--- config.mk ---
export PLATFORM = sky130hd
export DESIGN_NAME = eg_top
export DESIGN_NICKNAME = d
export VERILOG_FILES = /design/src/rtl/eg_pkg.sv /design/src/rtl/eg_rate_calc.sv /design/src/rtl/eg_ctrl.sv /design/src/rtl/eg_datapath.sv /design/src/rtl/eg_top.sv
export SDC_FILE = /design/constraint.sdc
export NUM_CORES = 1
export LEC_CHECK = 0
export CAP_MARGIN = 25
export CORE_MARGIN = 4
export CORE_UTILIZATION = 50
export CTS_CLUSTER_SIZE = 28
export DETAILED_ROUTE_END_ITERATION = 7
export DONT_BUFFER_PORTS = 1
export GPL_ROUTABILITY_DRIVEN = 0
export PLACE_DENSITY = 0.73
export SLEW_MARGIN = 0
export SYNTH_ARGS = -nofsm -noshare
export SYNTH_HDL_FRONTEND = slang
export SYNTH_SLANG_ARGS = --single-unit
--- constraint.sdc ---
create_clock -name clk -period 8.29 [get_ports clk]
set_input_delay 1.658 -clock clk [delete_from_list [all_inputs] [get_ports clk]]
set_output_delay 1.658 -clock clk [all_outputs]
set_load 0.02 [all_outputs]
--- src/rtl/eg_pkg.sv ---
package eg_pkg;
  typedef enum logic [1:0] {
    PH_ATTACK  = 2'd0,
    PH_DECAY1  = 2'd1,
    PH_DECAY2  = 2'd2,
    PH_RELEASE = 2'd3
  } egPhase_e;

  typedef struct packed {
    logic loadSilent;
    logic stepDown;
    logic stepUp;
    logic snapTarget;
    logic snapSustain;
  } egStrobe_t;
endpackage

--- src/rtl/eg_rate_calc.sv ---
module eg_rate_calc #(
  parameter int RATE_W   = 5,
  parameter int KC_W     = 5,
  parameter int RATE_CAP = 64,
  parameter int EFF_W    = 7
) (
  input  logic [RATE_W-1:0] rawRate,
  input  logic [KC_W-1:0]   keycode,
  input  logic [1:0]        rateScale,
  output logic [EFF_W-1:0]  effRate
);
  localparam int SUM_W = ((RATE_W + 1 > KC_W) ? RATE_W + 1 : KC_W) + 1;
  localparam logic [SUM_W-1:0] CAP_S = SUM_W'(RATE_CAP);

  logic [KC_W-1:0]  kcPart;
  logic [SUM_W-1:0] rateSum;

  always_comb begin
    kcPart  = keycode >> (2'd3 - rateScale);
    rateSum = SUM_W'({rawRate, 1'b0}) + SUM_W'(kcPart);
    if (rawRate == '0)
      effRate = '0;
    else if (rateSum > CAP_S)
      effRate = EFF_W'(CAP_S);
    else
      effRate = EFF_W'(rateSum);
  end
endmodule

--- src/rtl/eg_ctrl.sv ---
module eg_ctrl
  import eg_pkg::*;
#(
  parameter int EFF_W = 7
) (
  input  logic                 clk,
  input  logic                 rst,
  input  logic                 tickEn,
  input  logic                 keyOn,
  input  logic                 keyOff,
  input  logic [3:0][EFF_W-1:0] effSet,
  input  logic                 hitTarget,
  input  logic                 hitSustain,
  output egPhase_e             phase,
  output egStrobe_t            strobe,
  output logic [EFF_W-1:0]     stepSel
);
  egPhase_e phaseNext;

  assign stepSel = effSet[phase];

  always_comb begin
    phaseNext = phase;
    strobe    = '0;
    if (keyOn) begin
      phaseNext         = PH_ATTACK;
      strobe.loadSilent = 1'b1;
    end else if (keyOff) begin
      phaseNext = PH_RELEASE;
    end else if (tickEn && stepSel != '0) begin
      unique case (phase)
        PH_ATTACK: begin
          if (hitTarget) begin
            strobe.snapTarget = 1'b1;
            phaseNext         = PH_DECAY1;
          end else begin
            strobe.stepDown = 1'b1;
          end
        end
        PH_DECAY1: begin
          if (hitSustain) begin
            strobe.snapSustain = 1'b1;
            phaseNext          = PH_DECAY2;
          end else begin
            strobe.stepUp = 1'b1;
          end
        end
        default: strobe.stepUp = 1'b1;
      endcase
    end
  end

  always_ff @(posedge clk) begin
    if (rst) phase <= PH_RELEASE;
    else     phase <= phaseNext;
  end
endmodule

--- src/rtl/eg_datapath.sv ---
module eg_datapath
  import eg_pkg::*;
#(
  parameter int ATTEN_W = 10,
  parameter int TL_W    = 7,
  parameter int SL_W    = 4,
  parameter int EFF_W   = 7
) (
  input  logic               clk,
  input  logic               rst,
  input  egStrobe_t          strobe,
  input  logic [EFF_W-1:0]   step,
  input  logic [TL_W-1:0]    totalLevel,
  input  logic [SL_W-1:0]    sustainLevel,
  output logic [ATTEN_W-1:0] atten,
  output logic               hitTarget,
  output logic               hitSustain
);
  localparam int TL_SHIFT = ATTEN_W - TL_W;
  localparam int SL_SHIFT = ATTEN_W - SL_W - 1;
  localparam logic [ATTEN_W-1:0] ATTEN_MAX = {ATTEN_W{1'b1}};

  logic [ATTEN_W-1:0] target, sustainPt, downVal, upVal;
  logic [ATTEN_W:0]   susSum, upSum, targetPlus, stepWide;

  always_comb begin
    stepWide   = (ATTEN_W + 1)'(step);
    target     = ATTEN_W'(totalLevel) << TL_SHIFT;
    susSum     = {1'b0, target} + ((ATTEN_W + 1)'(sustainLevel) << SL_SHIFT);
    sustainPt  = (susSum > {1'b0, ATTEN_MAX}) ? ATTEN_MAX : susSum[ATTEN_W-1:0];
    targetPlus = {1'b0, target} + stepWide;
    upSum      = {1'b0, atten} + stepWide;
    hitTarget  = {1'b0, atten} <= targetPlus;
    hitSustain = upSum >= {1'b0, sustainPt};
    downVal    = ({1'b0, atten} > stepWide) ? ATTEN_W'({1'b0, atten} - stepWide) : '0;
    upVal      = upSum[ATTEN_W] ? ATTEN_MAX : upSum[ATTEN_W-1:0];
  end

  always_ff @(posedge clk) begin
    if (rst)                     atten <= ATTEN_MAX;
    else if (strobe.loadSilent)  atten <= ATTEN_MAX;
    else if (strobe.snapTarget)  atten <= target;
    else if (strobe.snapSustain) atten <= sustainPt;
    else if (strobe.stepDown)    atten <= downVal;
    else if (strobe.stepUp)      atten <= upVal;
  end
endmodule

--- src/rtl/eg_top.sv ---
module eg_top
  import eg_pkg::*;
#(
  parameter int ATTEN_W  = 10,
  parameter int TL_W     = 7,
  parameter int SL_W     = 4,
  parameter int RATE_W   = 5,
  parameter int REL_W    = 4,
  parameter int KC_W     = 5,
  parameter int RATE_CAP = 64
) (
  input  logic               clk,
  input  logic               rst,
  input  logic               tickEn,
  input  logic               keyOn,
  input  logic               keyOff,
  input  logic [1:0]         rateScale,
  input  logic [KC_W-1:0]    keycode,
  input  logic [RATE_W-1:0]  attackRate,
  input  logic [RATE_W-1:0]  decay1Rate,
  input  logic [RATE_W-1:0]  decay2Rate,
  input  logic [REL_W-1:0]   releaseRate,
  input  logic [SL_W-1:0]    sustainLevel,
  input  logic [TL_W-1:0]    totalLevel,
  output logic [ATTEN_W-1:0] atten,
  output logic [1:0]         phase
);
  localparam int EFF_W = $clog2(RATE_CAP + 1);
  localparam int NUM_PH = 4;

  logic [NUM_PH-1:0][RATE_W-1:0] rawSet;
  logic [NUM_PH-1:0][EFF_W-1:0]  effSet;
  logic [EFF_W-1:0]              stepSel;
  logic                          hitTarget, hitSustain;
  egStrobe_t                     strobe;
  egPhase_e                      phaseState;

  assign rawSet[PH_ATTACK]  = attackRate;
  assign rawSet[PH_DECAY1]  = decay1Rate;
  assign rawSet[PH_DECAY2]  = decay2Rate;
  assign rawSet[PH_RELEASE] = RATE_W'(releaseRate);

  for (genvar g = 0; g < NUM_PH; g++) begin : g_rate
    eg_rate_calc #(
      .RATE_W(RATE_W), .KC_W(KC_W), .RATE_CAP(RATE_CAP), .EFF_W(EFF_W)
    ) u_rate (
      .rawRate(rawSet[g]), .keycode(keycode),
      .rateScale(rateScale), .effRate(effSet[g])
    );
  end

  eg_ctrl #(.EFF_W(EFF_W)) u_ctrl (
    .clk(clk), .rst(rst), .tickEn(tickEn), .keyOn(keyOn), .keyOff(keyOff),
    .effSet(effSet), .hitTarget(hitTarget), .hitSustain(hitSustain),
    .phase(phaseState), .strobe(strobe), .stepSel(stepSel)
  );

  eg_datapath #(
    .ATTEN_W(ATTEN_W), .TL_W(TL_W), .SL_W(SL_W), .EFF_W(EFF_W)
  ) u_dp (
    .clk(clk), .rst(rst), .strobe(strobe), .step(stepSel),
    .totalLevel(totalLevel), .sustainLevel(sustainLevel),
    .atten(atten), .hitTarget(hitTarget), .hitSustain(hitSustain)
  );

  assign phase = phaseState;
endmodule

==> results.sh, run 1 <==
export IMPL_outcome="completed"
export IMPL_antennaDiodeCount=0
export IMPL_path_buf_inv=1
export IMPL_fin_total_pwr_w=0.000549
export IMPL_antenna_found_initial=0
export IMPL_clock_fmax_ghz=0.127
export IMPL_finalCriticalPeriod_ns=7.89
export IMPL_maxSlewHeadroom_pct=35.9
export IMPL_rows=29
export IMPL_wl_per_cell_um=19.2
export IMPL_numCtsBuffers=3
export IMPL_routed_via_density=6.70
export IMPL_arrival_ns=8.03
export IMPL_power_density_nw_per_um2=156
export IMPL_cts_root_buf="clkbuf_8"
export IMPL_track_usage_pct=24.2
export IMPL_synth_most_common_cell="ha_1"
export IMPL_grt_overflow=0
export IMPL_maxSlewViolCount=0
export IMPL_netlist_area_um2=3420
export IMPL_dr_total_vias=3572
export IMPL_drt_initial_drc_count=404
export IMPL_crit_type="in -> reg"
export IMPL_synth_seq_cells=12
export IMPL_area_growth_pct=2.78
export IMPL_crit_cells=27
export IMPL_start_util_pct=52.7
export IMPL_first_global_vias=3423
export IMPL_reg2reg_slack_ns=2.13
export IMPL_cts_sinks=12
export IMPL_drc_errors=0
export IMPL_r2r_end="u_dp.atten[1]$_SDFFE_PP1P_"
export IMPL_reg2reg_from="u_ctrl.phase[0]$_SDFFE_PP1P_"
export IMPL_yosysSeqAreaShare_pct=7.01
export IMPL_worst_setup_path_start_kind="input port"
export IMPL_tightest_slew_ns=0.957
export IMPL_min_path_type="reg -> reg"
export IMPL_grt_max_degree=19
export IMPL_first_pass_iters=5
export IMPL_synth_fp_nets=569
export IMPL_finalSetupTns_ns=0
export IMPL_cts_tree="done"
export IMPL_synthTopCellsByArea="ha_1 (19%), dfxtp_1 (7.0%), a21oi_1 (5.1%)"
export IMPL_rsz0062_at_grt="no"
export IMPL_core_um2=6490
export IMPL_post_cts_buffers=0
export IMPL_cp_required_ns=8.43
export IMPL_finalCritPeriodShare_pct=95.2
export IMPL_clockBufferDepth=2
export IMPL_reg2reg_depth=22
export IMPL_htreeDepth=1
export IMPL_synthTopCellsByCount="ha_1 (53), nor2_1 (43), inv_1 (40)"
export IMPL_max_stage_delay_ns=0.49
export IMPL_synth_largest_area_cell="ha_1"
export IMPL_ios=54
export IMPL_crit_family="compound AO/OA/AOI/OAI gates"
export IMPL_dp_hpwl_um=8330
export IMPL_ant_nets=0
export IMPL_setup_viol=0
export IMPL_maxCapViolCount=0
export IMPL_synthArstFlopShare_pct=0
export IMPL_critPathCapture="u_dp.atten[1]$_SDFFE_PP1P_"
export IMPL_clkTransAtPathRegs_ns=0.06
export IMPL_die_y_um=90.8
export IMPL_final_nets=560
export IMPL_routed_wirelength_um=10200
export IMPL_synth_cells=466
export IMPL_critPathLaunch="rateScale[0]"
export IMPL_worstPathMaxFanout=18
export IMPL_p_leak_nw=1.57
export IMPL_synth_ff_type="dfxtp_1"
export IMPL_finalHoldViolCount=0
export IMPL_peakVddDrop_v=0.0000713
export IMPL_die_area_um2=8240
export IMPL_ys_types=68
export IMPL_syn_avg_cell_area_um2=7.35
export IMPL_skew_ns=0.00419
export IMPL_grt_pass1_wl_um=16600
export IMPL_yosysTopAreaCellShare_pct=19.4
export IMPL_setup_worst_path_end_class="flip-flop"
export IMPL_holdBufCountCts=0
export IMPL_die_x_um=90.8
export IMPL_synth_edf_count=0
export IMPL_slowest_stage="a2111oi_1"
export IMPL_clk_latency_ns=0.25
export IMPL_yosysWarnings=0
export IMPL_min_path_cells=2
export IMPL_portBuffers=0
export IMPL_drive_gt1_share_pct=4.39
==> state kept, by name, summed over array words and instances (netlist names) <==
register,count
u_dp.atten,10
u_ctrl.phase,2
==> layout make-up <==
class	instances	area [um2]
clock buffers	4	55.1
fillers	594	2980
inverters	41	154
multi-input cells	396	2950
flip-flops and latches	12	240
well taps	77	96.3
repair buffers	3	22.5
==> stage by stage <==
| stage | util [%] | setup WS [ns] | std cells | hold slack, ns | area (um2) |
|---|---|---|---|---|---|
| floorplan | - | 0.821 | 466 | 0.608 | 3420 |
| global placement | 53.3 | 0.353 | 529 | 0.633 | 3460 |
| detailed placement | 53.3 | 0.228 | 529 | 0.661 | 3460 |
| CTS | 54.2 | 0.431 | 533 | 0.669 | 3520 |
| global route | 54.2 | 0.0235 | 533 | 0.694 | 3520 |
| finish | 54.2 | 0.399 | 533 | 0.663 | 3520 |
==> worst min-delay path by stage <==
stage / start / to / slack, ns
floorplan: u_dp.atten[0]$_SDFFE_PP1P_ / u_dp.atten[0]$_SDFFE_PP1P_ / 0.61
global placement: u_dp.atten[0]$_SDFFE_PP1P_ / u_dp.atten[0]$_SDFFE_PP1P_ / 0.63
detailed placement: u_dp.atten[0]$_SDFFE_PP1P_ / u_dp.atten[0]$_SDFFE_PP1P_ / 0.66
CTS: u_dp.atten[0]$_SDFFE_PP1P_ / u_dp.atten[0]$_SDFFE_PP1P_ / 0.67
global route: u_dp.atten[0]$_SDFFE_PP1P_ / u_dp.atten[0]$_SDFFE_PP1P_ / 0.69
finish: u_dp.atten[0]$_SDFFE_PP1P_ / u_dp.atten[0]$_SDFFE_PP1P_ / 0.66
==> what timing repair did <==
item	CTS	global route
resized for setup	0	1
endpoints found under the setup margin	0	1
endpoints found under the hold margin	0	0
==> power by group <==
part | leakage [nW] | total (W) | internal [W] | switching, W
clock | 0.0288 | 0.0000687 | 0.0000422 | 0.0000265
sequential | 0.0981 | 0.0000699 | 0.0000601 | 0.00000982
combinational | 1.45 | 0.000410 | 0.000175 | 0.000235
==> logic make-up (layout without fill, tap and decap cells) <==
logic type / Yosys count / count (layout) / share of synthesized area, %
compound gates: 154 / 154 / 31.5
simple gates: 149 / 149 / 21.9
fa+ha+maj: 62 / 62 / 24.3
buf+inv: 58 / 48 / 6.83
xor+xnor: 24 / 24 / 6.14
flops: 12 / 12 / 7.01
mux: 7 / 7 / 2.23
==> placed cells by master (no fill, tap or decap), types with 8 or more instances in the layout <==
master / count
xnor2_1: 17
a21oi_1: 35
nor3_1: 18
ha_1: 53
fa_1: 8
nand3_1: 16
a21o_1: 14
inv_1: 40
dfxtp_1: 12
nand2b_1: 8
nand2_1: 26
o21ai_0: 21
nor2_1: 43
==> tightest hold or removal path, cell delays in order, from the launching register on <==
cell and delay, ns:
dfxtp_1 0.38, inv_1 0.12, o211ai_1 0.10
==> per-layer routing <==
layer | vias to the layer above | routed length [um] | GRT usage [%]
li1 | 1714 | - | -
met1 | 1623 | 4410 | 32.4
met2 | 199 | 4460 | 37.7
met5 | - | 0 | 0
met3 | 36 | 1120 | 7.25
met4 | 0 | 253 | 6.63
Power figures use the tool's default switching activity.
==> run 2: changes to the inputs <==
--- a/config.mk
+++ b/config.mk
@@ -6,12 +6,14 @@
 export NUM_CORES = 1
 export LEC_CHECK = 0
 export CAP_MARGIN = 25
-export CORE_MARGIN = 4
+export CORE_MARGIN = 2
 export CORE_UTILIZATION = 50
+export CTS_BUF_LIST = sky130_fd_sc_hd__clkbuf_8
 export CTS_CLUSTER_SIZE = 28
 export DETAILED_ROUTE_END_ITERATION = 7
 export DONT_BUFFER_PORTS = 1
 export GPL_ROUTABILITY_DRIVEN = 0
+export GPL_TIMING_DRIVEN = 0
 export PLACE_DENSITY = 0.73
 export SLEW_MARGIN = 0
 export SYNTH_ARGS = -nofsm -noshare
==> results.sh, run 2 (synthesized netlist as in run 1, its figures left out) <==
export IMPL_antennaDiodeCount=0
export IMPL_setup_worst_path_end_class="flip-flop"
export IMPL_die_y_um=86.8
export IMPL_clockBufferDepth=2
export IMPL_routed_via_density=6.54
export IMPL_clock_fmax_ghz=0.126
export IMPL_dp_hpwl_um=8250
export IMPL_p_sw_share_pct=50.2
export IMPL_grt_pass1_wl_um=16500
export IMPL_final_cell_mix="ha_1 (53), nor2_1 (43), inv_1 (40)"
export IMPL_finish_instance_area_um2=3620
export IMPL_numCtsBuffers=3
export IMPL_final_common_cell="ha_1"
export IMPL_first_global_vias=3466
export IMPL_peakVddDrop_v=0.0000658
export IMPL_worst_setup_path_start_kind="input port"
export IMPL_grt_overflow=0
export IMPL_clk_latency_ns=0.25
export IMPL_htreeDepth=1
export IMPL_track_usage_pct=27.3
export IMPL_die_area_um2=7530
export IMPL_cts_root_buf="clkbuf_8"
export IMPL_min_path_type="reg -> reg"
export IMPL_drt_initial_drc_count=264
export IMPL_largest_register="u_dp.atten"
export IMPL_critPathLaunch="rateScale[0]"
export IMPL_drive_gt1_share_pct=5.94
export IMPL_finalCritPeriodShare_pct=95.8
export IMPL_rows=30
export IMPL_holdBufCountCts=0
export IMPL_core_um2=6720
export IMPL_finalHoldViolCount=0
export IMPL_ant_nets=0
export IMPL_finalCriticalPeriod_ns=7.94
export IMPL_largest_reg_flops=10
export IMPL_p_leak_nw=1.60
export IMPL_clkPwrFrac_pct=10.5
export IMPL_area_growth_pct=5.70
export IMPL_placed_area_um2=3520
export IMPL_switchingPower_w=0.000273
export IMPL_path_buf_inv=6
export IMPL_final_nets=576
export IMPL_ios=54
export IMPL_power_frac_comb_pct=77.3
export IMPL_first_pass_iters=5
export IMPL_reg2reg_from="u_ctrl.phase[0]$_SDFFE_PP1P_"
export IMPL_pwr_share_seq_pct=12.2
export IMPL_cp_required_ns=8.43
export IMPL_max_stage_delay_ns=0.45
export IMPL_routed_wirelength_um=10000
export IMPL_reg2reg_slack_ns=2.24
export IMPL_dr_total_vias=3605
export IMPL_start_util_pct=51.0
export IMPL_maxCapViolCount=0
export IMPL_reg_top3="u_dp.atten (10), u_ctrl.phase (2)"
export IMPL_grt_max_degree=11
export IMPL_power_density_nw_per_um2=150
export IMPL_cts_sinks=12
export IMPL_antenna_found_initial=0
export IMPL_arrival_ns=8.09
export IMPL_slowest_stage="o41a_1"
export IMPL_tightest_slew_ns=0.928
export IMPL_maxSlewHeadroom_pct=36.5
export IMPL_min_from="u_dp.atten[0]$_SDFFE_PP1P_"
export IMPL_post_cts_buffers=0
export IMPL_cp_common_cell="inv_1"
export IMPL_maxSlewViolCount=0
export IMPL_setup_viol=0
export IMPL_rsz0062_at_grt="no"
export IMPL_p_int_w=0.000271
export IMPL_crit_type="in -> reg"
export IMPL_cts_tree="done"
export IMPL_drc_errors=0
export IMPL_holdWs_ns=0.644
export IMPL_skew_ns=0.00451
export IMPL_die_x_um=86.8
export IMPL_crit_family="compound AO/OA/AOI/OAI gates"
export IMPL_fillers=660
export IMPL_worstPathMaxFanout=10
export IMPL_clkTransAtPathRegs_ns=0.06
export IMPL_wl_per_cell_um=18.2
export IMPL_portBuffers=0
export IMPL_outcome="completed"
-- run 2: final cells by class --
| type | instances | area (um2) | area share [%] |
|---|---|---|---|
| inverter | 41 | 154 | 4.25 |
| buffer | 17 | 80.1 | 2.21 |
| timing repair buffer | 2 | 12.5 | 0.346 |
| multi-input combinational | 396 | 2990 | 82.6 |
| clock buffer | 3 | 41.3 | 1.14 |
| tap | 80 | 100 | 2.77 |
| sequential | 12 | 240 | 6.64 |
-- run 2: worst paths after layout --
kind,to,cells past startpoint
worst max-delay path,u_dp.atten[8]$_SDFFE_PP1P_,30
worst min-delay path,u_dp.atten[0]$_SDFFE_PP1P_,2
worst max register to register,u_dp.atten[3]$_SDFFE_PP1P_,24
worst min register to register,u_dp.atten[0]$_SDFFE_PP1P_,2
-- run 2: layer usage --
metal / vias to the layer above / track usage, % / routed length [um]
met1: 1661 / 36.3 / 4380
met2: 169 / 45.8 / 4660
met5: - / 0 / 0
met4: 0 / 10.9 / 352
met3: 31 / 1.90 / 624
li1: 1744 / - / -
-- run 2: power by group through the flow --
stage	Sequential, W	Combinational (W)	Clock (W)
6_report	0.0000665	0.000421	0.0000571
5_1_grt	0.0000670	0.000473	0.0000601
2_1_floorplan	0.0000665	0.000320	0
4_1_cts	0.0000666	0.000407	0.0000572
3_5_place_dp	0.0000679	0.000404	0
3_3_place_gp	0.0000678	0.000395	0
-- run 2: worst register-to-register path: stages (launching register included) --
cell	delay [ns]
dfxtp_1	0.44
clkbuf_1	0.36
clkinv_1	0.38
o21ai_2	0.21
nor2_1	0.09
nor3_1	0.26
a311oi_2	0.12
ha_1	0.26
fa_1	0.42
a21o_1	0.18
a21oi_1	0.33
nor2_1	0.10
o31a_1	0.30
o21ai_0	0.38
xnor2_1	0.17
ha_1	0.25
o21ai_0	0.07
nand2b_1	0.08
a21oi_1	0.17
a31oi_1	0.09
o211a_1	0.26
o211a_1	0.22
nor3_2	0.47
o211a_1	0.22
o21ai_0	0.08
-- run 2: through the flow --
stage	power [W]	TNS (ns)	setup slack, ns	instances	utilization, %
after global routing	0.000600	0	0.00677	551	53.9
after floorplan	0.000386	0	0.821	466	-
after detailed placement	0.000472	-1.31	-0.276	546	52.5
final	0.000544	0	0.349	551	53.9
after global placement	0.000463	-0.703	-0.167	546	52.5
after CTS	0.000531	0	0.0720	549	53.1
-- run 2: what timing repair did --
action,CTS,global route
setup endpoints to repair,2,9
hold endpoints to repair,0,0
resized for setup,1,9
==> run 3: changes to the inputs <==
--- a/config.mk
+++ b/config.mk
@@ -13,7 +13,6 @@
 export DETAILED_ROUTE_END_ITERATION = 7
 export DONT_BUFFER_PORTS = 1
 export GPL_ROUTABILITY_DRIVEN = 0
-export GPL_TIMING_DRIVEN = 0
 export PLACE_DENSITY = 0.73
 export SLEW_MARGIN = 0
 export SYNTH_ARGS = -nofsm -noshare
==> results.sh, run 3 (synthesized netlist as in run 1, its figures left out) <==
export IMPL_htreeDepth=1
export IMPL_outcome="completed"
export IMPL_switchingPower_w=0.000266
export IMPL_grt_busiest_layer="met2"
export IMPL_ant_nets=0
export IMPL_use_met1_pct=35.8
export IMPL_cts_resized_gates=0
export IMPL_setup_worst_path_end_class="flip-flop"
export IMPL_post_cts_buffers=0
export IMPL_antenna_found_initial=0
export IMPL_area_growth_pct=2.67
export IMPL_core_um2=6720
export IMPL_p_int_w=0.000267
export IMPL_finalCritPeriodShare_pct=92.9
export IMPL_grt_util_met2_pct=46.0
export IMPL_worstPathMaxFanout=17
export IMPL_power_density_nw_per_um2=152
export IMPL_p_leak_nw=1.57
export IMPL_start_util_pct=51.0
export IMPL_tightest_slew_ns=0.904
export IMPL_grt_pass1_wl_um=16400
export IMPL_crit_type="in -> reg"
export IMPL_die_x_um=86.8
export IMPL_grt_max_degree=18
export IMPL_power_frac_comb_pct=76.2
export IMPL_first_pass_iters=6
export IMPL_skew_ns=0.00221
export IMPL_critPathLaunch="rateScale[0]"
export IMPL_clk_latency_ns=0.25
export IMPL_drt_initial_drc_count=284
export IMPL_pwr_share_seq_pct=13.1
export IMPL_dp_slack_ns=0.421
export IMPL_finish_instance_area_um2=3520
export IMPL_clkTransAtPathRegs_ns=0.05
export IMPL_min_from="u_dp.atten[0]$_SDFFE_PP1P_"
export IMPL_largest_register="u_dp.atten"
export IMPL_arrival_ns=7.85
export IMPL_finalCriticalPeriod_ns=7.70
export IMPL_maxCapViolCount=0
export IMPL_dp_hpwl_um=8200
export IMPL_drc_errors=0
export IMPL_cts_sinks=12
export IMPL_numCtsBuffers=3
export IMPL_dr_total_vias=3503
export IMPL_rows=30
export IMPL_place_inst=533
export IMPL_final_cell_mix="ha_1 (53), nor2_1 (43), inv_1 (40)"
export IMPL_maxSlewViolCount=0
export IMPL_ios=54
export IMPL_antennaDiodeCount=0
export IMPL_holdBufCountCts=0
export IMPL_rsz0062_at_grt="no"
export IMPL_cp_required_ns=8.44
export IMPL_grt_overflow=0
export IMPL_die_area_um2=7530
export IMPL_drive_gt1_share_pct=4.39
export IMPL_portBuffers=0
export IMPL_placed_area_um2=3470
export IMPL_setup_viol=0
export IMPL_worst_setup_path_start_kind="input port"
export IMPL_maxSlewHeadroom_pct=38.2
export IMPL_cts_tree="done"
export IMPL_reg2reg_from="u_ctrl.phase[0]$_SDFFE_PP1P_"
export IMPL_routed_via_density=6.54
export IMPL_finalSetupTns_ns=0
export IMPL_clockBufferDepth=2
export IMPL_track_usage_pct=27.3
export IMPL_clock_fmax_ghz=0.130
export IMPL_clkPwrFrac_pct=10.6
export IMPL_final_nets=561
export IMPL_final_common_cell="ha_1"
export IMPL_routed_wirelength_um=9780
export IMPL_reg_top3="u_dp.atten (10), u_ctrl.phase (2)"
export IMPL_min_path_type="reg -> reg"
export IMPL_first_global_vias=3390
export IMPL_die_y_um=86.8
export IMPL_finalHoldViolCount=0
export IMPL_cts_root_buf="clkbuf_8"
export IMPL_worst_slack_ns=0.587
export IMPL_largest_reg_flops=10
export IMPL_peakVddDrop_v=0.0000555
export IMPL_holdWs_ns=0.675
export IMPL_wl_per_cell_um=18.3
export IMPL_fin_cells=536
export IMPL_grtUsageMet3_pct=4.00
export IMPL_p_sw_share_pct=49.9
-- run 3: power by group through the flow --
stage,combinational [W],clock (W),sequential [W]
floorplan,0.000320,0,0.0000665
global placement,0.000389,0,0.0000711
detailed placement,0.000397,0,0.0000711
CTS,0.000401,0.0000552,0.0000699
global route,0.000459,0.0000595,0.0000707
finish,0.000407,0.0000567,0.0000700
-- run 3: layer usage --
| metal | vias to the layer above | part of all wire, % |
|---|---|---|
| li1 | 1706 | - |
| met1 | 1595 | 43 |
| met2 | 183 | 47 |
| met3 | 19 | 8.1 |
| met4 | 0 | 2.2 |
| met5 | - | 0 |
-- run 3: per-stage QoR --
stage / total power, W / util [%]
after floorplan: 0.000386 / -
after global placement: 0.000460 / 51.7
after detailed placement: 0.000468 / 51.7
after CTS: 0.000526 / 52.3
after global routing: 0.000590 / 52.3
final: 0.000533 / 52.3
-- run 3: path summary, 6_finish.rpt --
kind | to | slack (ns) | cells after the start
max | u_dp.atten[8]$_SDFFE_PP1P_ | 0.59 | 28
min | u_dp.atten[0]$_SDFFE_PP1P_ | 0.67 | 2
max reg2reg | u_dp.atten[8]$_SDFFE_PP1P_ | 2.38 | 22
min reg2reg | u_dp.atten[0]$_SDFFE_PP1P_ | 0.67 | 2
-- run 3: layout make-up --
cell class,instances,area [um2]
Fill cell,634,3200
Timing Repair Buffer,4,30.0
Tap cell,80,100
Sequential cell,12,240
Multi-Input combinational cell,396,2950
Clock buffer,3,41.3
Inverter,41,154
-- run 3: worst max-delay path, cell delays in order --
cell	delay, ns
mux2_2	0.31
nand2_1	0.07
o21a_1	0.25
inv_1	0.18
ha_1	0.33
a21o_1	0.18
a22oi_1	0.28
nand3_1	0.21
o21ai_0	0.23
o22a_1	0.23
ha_1	0.21
inv_1	0.06
fa_1	0.39
inv_1	0.07
a21oi_1	0.06
o21bai_1	0.24
nand3_1	0.13
xnor2_1	0.14
ha_1	0.20
a2111oi_0	0.60
nand2b_1	0.16
a211o_1	0.31
o2111a_1	0.20
and4_1	0.22
o21a_1	0.11
buf_4	0.19
a311o_1	0.37
a31o_2	0.25
